--- src/rtl/tlb_pkg.sv ---
package tlb_pkg;
  typedef enum logic [1:0] {
    CAUSE_NONE    = 2'd0,
    CAUSE_INVALID = 2'd1,
    CAUSE_LENGTH  = 2'd2,
    CAUSE_WPROT   = 2'd3
  } trap_cause_e;

  typedef enum logic [1:0] {
    ST_IDLE   = 2'd0,
    ST_PTREQ  = 2'd1,
    ST_PTWAIT = 2'd2,
    ST_RESP   = 2'd3
  } walk_state_e;
endpackage

--- src/rtl/tlb_cam.sv ---
module tlb_cam #(
  parameter int ENTRIES = 8,
  parameter int VPN_W   = 8,
  parameter int PFN_W   = 10,
  parameter int ASID_W  = 4,
  localparam int IDX_W  = $clog2(ENTRIES)
) (
  input  logic              clk,
  input  logic              rst_n,
  input  logic [VPN_W-1:0]  lk_vpn,
  input  logic [ASID_W-1:0] lk_asid,
  output logic              lk_hit,
  output logic [PFN_W-1:0]  lk_pfn,
  output logic              lk_writable,
  output logic [ENTRIES-1:0] ent_valid,
  output logic [ENTRIES-1:0] ent_wired,
  input  logic              install_en,
  input  logic [IDX_W-1:0]  install_idx,
  input  logic [VPN_W-1:0]  install_vpn,
  input  logic [ASID_W-1:0] install_asid,
  input  logic [PFN_W-1:0]  install_pfn,
  input  logic              install_w,
  input  logic              install_wired,
  input  logic              flush_en,
  input  logic              flush_by_asid,
  input  logic [ASID_W-1:0] flush_asid
);
  logic [VPN_W-1:0]  e_vpn  [ENTRIES];
  logic [ASID_W-1:0] e_asid [ENTRIES];
  logic [PFN_W-1:0]  e_pfn  [ENTRIES];
  logic [ENTRIES-1:0] e_w;
  logic [ENTRIES-1:0] hit_vec;

  for (genvar i = 0; i < ENTRIES; i++) begin : g_ent
    always_ff @(posedge clk) begin
      if (!rst_n) begin
        ent_valid[i] <= 1'b0;
        ent_wired[i] <= 1'b0;
        e_w[i]       <= 1'b0;
        e_vpn[i]     <= '0;
        e_asid[i]    <= '0;
        e_pfn[i]     <= '0;
      end else if (install_en && install_idx == IDX_W'(i)) begin
        ent_valid[i] <= 1'b1;
        ent_wired[i] <= install_wired;
        e_w[i]       <= install_w;
        e_vpn[i]     <= install_vpn;
        e_asid[i]    <= install_asid;
        e_pfn[i]     <= install_pfn;
      end else if (flush_en && !ent_wired[i] &&
                   (!flush_by_asid || e_asid[i] == flush_asid)) begin
        ent_valid[i] <= 1'b0;
      end
    end

    assign hit_vec[i] = ent_valid[i] && e_vpn[i] == lk_vpn && e_asid[i] == lk_asid;

    AST_WIRED_KEEPS: assert property (@(posedge clk) disable iff (!rst_n)
      (ent_valid[i] && ent_wired[i]) |=> ent_valid[i]);
  end

  always_comb begin
    lk_hit      = 1'b0;
    lk_pfn      = '0;
    lk_writable = 1'b0;
    for (int k = 0; k < ENTRIES; k++) begin
      if (hit_vec[k]) begin
        lk_hit      = 1'b1;
        lk_pfn      = e_pfn[k];
        lk_writable = e_w[k];
      end
    end
  end

  AST_HIT_ONEHOT: assert property (@(posedge clk) disable iff (!rst_n)
    $onehot0(hit_vec));
  AST_NO_WIRED_EVICT: assert property (@(posedge clk) disable iff (!rst_n)
    install_en |-> !(ent_valid[install_idx] && ent_wired[install_idx]));
endmodule

--- src/rtl/tlb_victim.sv ---
module tlb_victim #(
  parameter int ENTRIES = 8,
  localparam int IDX_W  = $clog2(ENTRIES)
) (
  input  logic               clk,
  input  logic               rst_n,
  input  logic [ENTRIES-1:0] ent_valid,
  input  logic [ENTRIES-1:0] ent_wired,
  input  logic               advance,
  output logic [IDX_W-1:0]   victim_idx,
  output logic               victim_ok
);
  logic [IDX_W-1:0] rr_ptr;
  logic             free_found;
  int               j;

  always_comb begin
    free_found = 1'b0;
    victim_ok  = 1'b0;
    victim_idx = '0;
    j          = 0;
    for (int i = 0; i < ENTRIES; i++) begin
      if (!free_found && !ent_valid[i]) begin
        free_found = 1'b1;
        victim_idx = IDX_W'(i);
      end
    end
    if (free_found) begin
      victim_ok = 1'b1;
    end else begin
      for (int k = 0; k < ENTRIES; k++) begin
        j = int'(rr_ptr) + k;
        if (j >= ENTRIES) j = j - ENTRIES;
        if (!victim_ok && !ent_wired[j]) begin
          victim_ok  = 1'b1;
          victim_idx = IDX_W'(j);
        end
      end
    end
  end

  always_ff @(posedge clk) begin
    if (!rst_n) begin
      rr_ptr <= '0;
    end else if (advance && !free_found) begin
      rr_ptr <= (int'(victim_idx) == ENTRIES - 1) ? '0 : victim_idx + 1'b1;
    end
  end

  AST_FREE_FIRST: assert property (@(posedge clk) disable iff (!rst_n)
    (advance && !(&ent_valid)) |-> !ent_valid[victim_idx]);
  AST_NOT_WIRED: assert property (@(posedge clk) disable iff (!rst_n)
    advance |-> !(ent_valid[victim_idx] && ent_wired[victim_idx]));
endmodule

--- src/rtl/asid_tlb.sv ---
module asid_tlb #(
  parameter int VA_W    = 20,
  parameter int OFF_W   = 12,
  parameter int PFN_W   = 10,
  parameter int ASID_W  = 4,
  parameter int ENTRIES = 8,
  parameter int ADDR_W  = 16,
  localparam int VPN_W  = VA_W - OFF_W,
  localparam int PTE_W  = PFN_W + 3,
  localparam int IDX_W  = $clog2(ENTRIES)
) (
  input  logic                   clk,
  input  logic                   rst_n,
  input  logic [ASID_W-1:0]      cur_asid,
  input  logic [ADDR_W-1:0]      ptbr,
  input  logic [VPN_W:0]         ptlr,
  input  logic                   flush,
  input  logic                   flush_by_asid,
  input  logic [ASID_W-1:0]      flush_asid,
  input  logic                   req_valid,
  output logic                   req_ready,
  input  logic [VA_W-1:0]        req_addr,
  input  logic                   req_write,
  output logic                   rsp_valid,
  input  logic                   rsp_ready,
  output logic [PFN_W+OFF_W-1:0] rsp_paddr,
  output logic [1:0]             rsp_cause,
  output logic                   pt_req_valid,
  input  logic                   pt_req_ready,
  output logic [ADDR_W-1:0]      pt_req_addr,
  input  logic                   pt_rsp_valid,
  output logic                   pt_rsp_ready,
  input  logic [PTE_W-1:0]       pt_rsp_data
);
  import tlb_pkg::*;

  walk_state_e state;
  logic [VPN_W-1:0]  q_vpn;
  logic [OFF_W-1:0]  q_off;
  logic              q_write;
  logic [ASID_W-1:0] q_asid;

  logic [VPN_W-1:0]  req_vpn;
  logic              len_bad, accept;
  logic              lk_hit, lk_writable;
  logic [PFN_W-1:0]  lk_pfn;
  logic [ENTRIES-1:0] ent_valid, ent_wired;
  logic [IDX_W-1:0]  victim_idx;
  logic              victim_ok, install_en, pte_take;
  logic              pte_valid, pte_w, pte_wired;
  logic [PFN_W-1:0]  pte_pfn;

  assign req_vpn  = req_addr[VA_W-1:OFF_W];
  assign len_bad  = {1'b0, req_vpn} >= ptlr;
  assign req_ready = (state == ST_IDLE);
  assign accept   = req_valid && req_ready;

  assign pte_valid = pt_rsp_data[0];
  assign pte_w     = pt_rsp_data[1];
  assign pte_wired = pt_rsp_data[2];
  assign pte_pfn   = pt_rsp_data[PTE_W-1:3];

  assign pt_req_valid = (state == ST_PTREQ);
  assign pt_req_addr  = ptbr + ADDR_W'(q_vpn);
  assign pt_rsp_ready = (state == ST_PTWAIT);
  assign pte_take     = pt_rsp_valid && pt_rsp_ready;
  assign install_en   = pte_take && pte_valid && victim_ok;
  assign rsp_valid    = (state == ST_RESP);

  tlb_cam #(.ENTRIES(ENTRIES), .VPN_W(VPN_W), .PFN_W(PFN_W), .ASID_W(ASID_W)) i_cam (
    .clk, .rst_n,
    .lk_vpn(req_vpn), .lk_asid(cur_asid),
    .lk_hit, .lk_pfn, .lk_writable,
    .ent_valid, .ent_wired,
    .install_en, .install_idx(victim_idx), .install_vpn(q_vpn),
    .install_asid(q_asid), .install_pfn(pte_pfn), .install_w(pte_w),
    .install_wired(pte_wired),
    .flush_en(flush), .flush_by_asid, .flush_asid
  );

  tlb_victim #(.ENTRIES(ENTRIES)) i_victim (
    .clk, .rst_n, .ent_valid, .ent_wired,
    .advance(install_en), .victim_idx, .victim_ok
  );

  always_ff @(posedge clk) begin
    if (!rst_n) begin
      state     <= ST_IDLE;
      q_vpn     <= '0;
      q_off     <= '0;
      q_write   <= 1'b0;
      q_asid    <= '0;
      rsp_paddr <= '0;
      rsp_cause <= CAUSE_NONE;
    end else begin
      case (state)
        ST_IDLE: if (accept) begin
          q_vpn   <= req_vpn;
          q_off   <= req_addr[OFF_W-1:0];
          q_write <= req_write;
          q_asid  <= cur_asid;
          if (len_bad) begin
            rsp_paddr <= '0;
            rsp_cause <= CAUSE_LENGTH;
            state     <= ST_RESP;
          end else if (lk_hit) begin
            if (req_write && !lk_writable) begin
              rsp_paddr <= '0;
              rsp_cause <= CAUSE_WPROT;
            end else begin
              rsp_paddr <= {lk_pfn, req_addr[OFF_W-1:0]};
              rsp_cause <= CAUSE_NONE;
            end
            state <= ST_RESP;
          end else begin
            state <= ST_PTREQ;
          end
        end
        ST_PTREQ: if (pt_req_ready) state <= ST_PTWAIT;
        ST_PTWAIT: if (pte_take) begin
          if (!pte_valid) begin
            rsp_paddr <= '0;
            rsp_cause <= CAUSE_INVALID;
          end else if (q_write && !pte_w) begin
            rsp_paddr <= '0;
            rsp_cause <= CAUSE_WPROT;
          end else begin
            rsp_paddr <= {pte_pfn, q_off};
            rsp_cause <= CAUSE_NONE;
          end
          state <= ST_RESP;
        end
        default: if (rsp_ready) state <= ST_IDLE;
      endcase
    end
  end

  AST_RSP_HOLD: assert property (@(posedge clk) disable iff (!rst_n)
    (rsp_valid && !rsp_ready) |=> (rsp_valid && $stable(rsp_paddr) && $stable(rsp_cause)));
  AST_PTREQ_HOLD: assert property (@(posedge clk) disable iff (!rst_n)
    (pt_req_valid && !pt_req_ready) |=> (pt_req_valid && $stable(pt_req_addr)));
  AST_LEN_NO_WALK: assert property (@(posedge clk) disable iff (!rst_n)
    (accept && len_bad) |=> (rsp_valid && rsp_cause == 2'd2));
  AST_HIT_NEXT: assert property (@(posedge clk) disable iff (!rst_n)
    (accept && !len_bad && lk_hit) |=> rsp_valid);
  AST_FAULT_ZERO: assert property (@(posedge clk) disable iff (!rst_n)
    (rsp_valid && rsp_cause != 2'd0) |-> rsp_paddr == '0);
  AST_BUSY_NO_REQ: assert property (@(posedge clk) disable iff (!rst_n)
    (pt_req_valid || pt_rsp_ready || rsp_valid) |-> !req_ready);
endmodule

--- config.mk ---
export PLATFORM = sky130hd
export DESIGN_NAME = asid_tlb
export DESIGN_NICKNAME = d
export VERILOG_FILES = /design/src/rtl/tlb_pkg.sv /design/src/rtl/tlb_cam.sv /design/src/rtl/tlb_victim.sv /design/src/rtl/asid_tlb.sv
export SDC_FILE = /design/constraint.sdc
export NUM_CORES = 1
export LEC_CHECK = 0
export ABC_AREA = 1
export BUFFER_PORTS_ARGS = -buffer_cell sky130_fd_sc_hd__buf_2
export CORE_MARGIN = 8
export CORE_UTILIZATION = 42
export DETAILED_ROUTE_END_ITERATION = 12
export PLACE_DENSITY = 0.7
export SYNTH_ARGS = -nofsm -noshare
export SYNTH_HDL_FRONTEND = slang
export SYNTH_SLANG_ARGS = --single-unit
--- constraint.sdc ---
create_clock -name clk -period 15.1 [get_ports clk]
set_input_delay 0.755 -clock clk [delete_from_list [all_inputs] [get_ports clk]]
set_output_delay 0.755 -clock clk [all_outputs]
set_load 0.01 [all_outputs]
==> key figures <==
Outcome
  – Status: completed

Die
  – Die H: 196 um
  – Starting Density: 0.423
  – # IOs: 119
  – Die area: 38600 um2
  – Core Rows: 66
  – Die W: 196 um
  – Floorplan Core Area: 32300 um2

Logic synthesis
  – Post-synth ARST share: 0
  – Area fraction of the dominant cell type after synthesis: 0.387
  – Syn. warnings: 0
  – EDFF count, synth: 176
  – Top cells by area, synth: edfxtp_1 (39%), dfxtp_1 (11%), nand2_1 (9.2%)
  – Commonest cells post-synth: nand2_1 (336), nor2_1 (253), edfxtp_1 (176)
  – Avg Cell Area, Syn: 8.41 um2
  – Syn_nets: 1730
  – Post-synth top area cell: edfxtp_1
  – Post-Syn Area: 13700 um2
  – Yosys reg bits: 254
  – Most numerous cell in the Yosys netlist: nand2_1
  – Sequential fraction of the synthesis area: 0.501
  – Syn Inst Count: 1625
  – Top_reg_cell synth: edfxtp_1
  – Library cells used by synthesis: 56

STA
  – Worst-Margin Slew: 1210 ps
  – Max-slew violation count: 0
  – Min Tclk post-route: 5260 ps
  – Relative slew slack: 0.194
  – Setup violators final: 0
  – Setup TNS: 0 ps
  – Final hold viol count: 0
  – Max Freq: 0.190 GHz
  – Final period util: 0.348
  – RSZ-0062 raised after global routing: no
  – Skew final: 16.8 ps

Worst setup path
  – CP delay by family, top: simple AND/OR/NAND/NOR gates
  – Type of origin of the critical path: flip-flop
  – Most frequent CP cell: nand2_1
  – CP Buf/Inv Count: 7
  – Crit-path cells: inv_2, ha_1, inv_2, nand3_2, nand2_1, nand2_1, inv_1, a21oi_1, inv_1, nor4_1, nand2_1, o21ai_0, inv_1, nand2_1, nand2_1, inv_1, ha_1, inv_1, nor2_1, nand2_1, nand2_1
  – Reg2reg start: i_victim.rr_ptr[0]
  – Crit path from: i_victim.rr_ptr[0]
  – CP Max Fanout: 22
  – CP required: 15240 ps
  – Slowest cell on crit path: nand2_1
  – CP max stage delay: 910 ps
  – Critical path class: reg2reg
  – Critical path arrival: 5400 ps
  – Crit. End Element: flip-flop
  – R2R Setup Slk: 9840 ps

Detailed routing
  – Routed Antenna Nets: 0
  – DR DRC count: 0
  – Uppermost layer routed: met4
  – Iteration-0 DRC Markers: 1082
  – DR pass1 iterations: 5
  – WL met3: 2630 um
  – Post-Route WL: 38700 um
  – M1 WL: 16300 um
  – Met2 WL: 18500 um
  – Post-DR vias/cell: 5.38
  – Drt wl/cell: 17.8 um
  – Total number of vias: 11667

Placement
  – DPL Wire Length: 27500 um
  – Final RePlAce weighted congestion: 0.865
  – IO Port Bufs: 118

Clock network
  – Max clock buf depth: 3
  – Postcts setup bufs: 0
  – Sink Count: 254
  – CTS Buf Count: 27
  – CTS tree: done
  – Worst skew pair latency: 540 ps
  – Worst-path clk slew: 60 ps
  – Post-CTS Resized: 0
  – Post-CTS Hold Fix Bufs: 0
  – Root buffer cell: clkbuf_16
  – Htree depth: 1

Run
  – Max cap viols: 0

Finish
  – Share of layout cells above drive strength 1: 0.124
  – Post-layout nets: 1811
  – Area Overhead vs Synth: 13.0%
  – ANT cells: 0

Pwr
  – Max VDD drop: 0.0000855 V
  – PwrDens: 123 nW/um2
  – Pleak: 6.48 nW
  – Total chip power: 1.90 mW

Global route
  – Number of global-route vias before repair: 11321
  – Total grt overflow: 0
  – Tot GR Track Use: 0.194
  – First-pass GRT wire length: 60500 um
  – Largest net degree at the start of global routing: 61
  – Initial antenna violation count: 0

Min path
  – Hold Path Origin: req_addr[7]
  – Hold WC Path Type: in2reg
-- metrics by stage --
stage / utilization / cells / setup slack (ps) / hold slack [ps] / instance area, um2
6_report: 0.479 / 2169 / 9840 / 477 / 15500
5_1_grt: 0.479 / 2169 / 9340 / 466 / 15500
4_1_cts: 0.479 / 2169 / 9860 / 466 / 15500
3_5_place_dp: 0.450 / 2119 / 9910 / 471 / 14500
3_3_place_gp: 0.450 / 2119 / 10080 / 461 / 14500
2_1_floorplan: - / 1625 / 10230 / 443 / 13700
-- flip-flops by register name, indices dropped and copies added, names as in the netlist --
signal and count:
q_write 1, i_cam.e_pfn 80, state 2, i_cam.e_vpn 64
rsp_paddr 22, i_victim.rr_ptr 3, i_cam.e_w 8, q_asid 4
i_cam.ent_valid 8, i_cam.ent_wired 8, q_vpn 8, rsp_cause 2
q_off 12, i_cam.e_asid 32
-- path summary, 6_finish.rpt --
kind              cells after the start                 end
setup / recovery                     21  i_cam.e_vpn[0][11]
setup reg to reg                     21  i_cam.e_vpn[0][11]
hold reg to reg                       2        i_cam.e_w[7]
hold / removal                        3        rsp_paddr[7]
-- cells by family after synthesis --
group,Yosys count,synth area share
flops,254,0.501
compound gates,255,0.105
xor+xnor,81,0.0524
buf+inv,232,0.0698
fa+ha+maj,30,0.0280
simple gates,773,0.244
-- final cells by class --
class | count | area, um2
tap | 442 | 553
clock inverter | 13 | 190
clock buffer | 37 | 733
inverter | 156 | 586
timing repair buffer | 128 | 666
multi-input combinational | 1139 | 5880
sequential | 254 | 6850
fill | 3059 | 16800
-- per-layer routing --
metal	vias up	global-route usage
li1	5571	-
met2	448	0.328
met5	-	0
met4	0	0.0696
met1	5569	0.253
met3	79	0.0261
-- where the power goes --
part | switching, mW | total [mW] | internal [mW] | leakage (nW)
registers | 0.0345 | 0.843 | 0.809 | 2.38
clock network | 0.268 | 0.692 | 0.424 | 0.444
logic | 0.244 | 0.362 | 0.118 | 3.65
-- worst register-to-register path, cell delays in order, from the launching register on --
cell	delay, ps
dfxtp_1	630
inv_2	190
ha_1	460
inv_2	130
nand3_2	100
nand2_1	70
nand2_1	60
inv_1	40
a21oi_1	250
inv_1	90
nor4_1	340
nand2_1	200
o21ai_0	200
inv_1	60
nand2_1	60
nand2_1	100
inv_1	110
ha_1	150
inv_1	40
nor2_1	480
nand2_1	180
nand2_1	910
-- cell usage in the layout, fill, tap and decap left out, types with 3 or more instances in the layout --
cell type,Yosys,routed
buf_2,16,118
o21bai_1,3,3
a21boi_0,4,4
nand4_1,32,32
or2_2,14,14
edfxtp_1,176,176
xor2_1,36,36
a21oi_1,87,87
buf_4,3,10
nand3_1,88,88
inv_1,136,136
nand3b_1,4,4
clkbuf_1,47,8
nor3_1,12,12
o211ai_1,6,6
o21ai_0,107,105
o31a_1,3,3
nand3_2,7,7
o2111ai_1,5,5
inv_2,7,7
nand2_1,336,336
o311ai_0,3,3
ha_1,29,29
nor2_1,253,253
clkbuf_16,0,27
nand3_4,3,3
o22ai_1,14,14
xnor2_1,44,44
dfxtp_1,78,78
nor4_1,5,5
nand2_2,8,8
a211oi_1,6,6
clkinv_1,13,18
nor2_2,3,3
bufinv_16,0,5
Note: power is estimated with default switching activity, not from simulation.
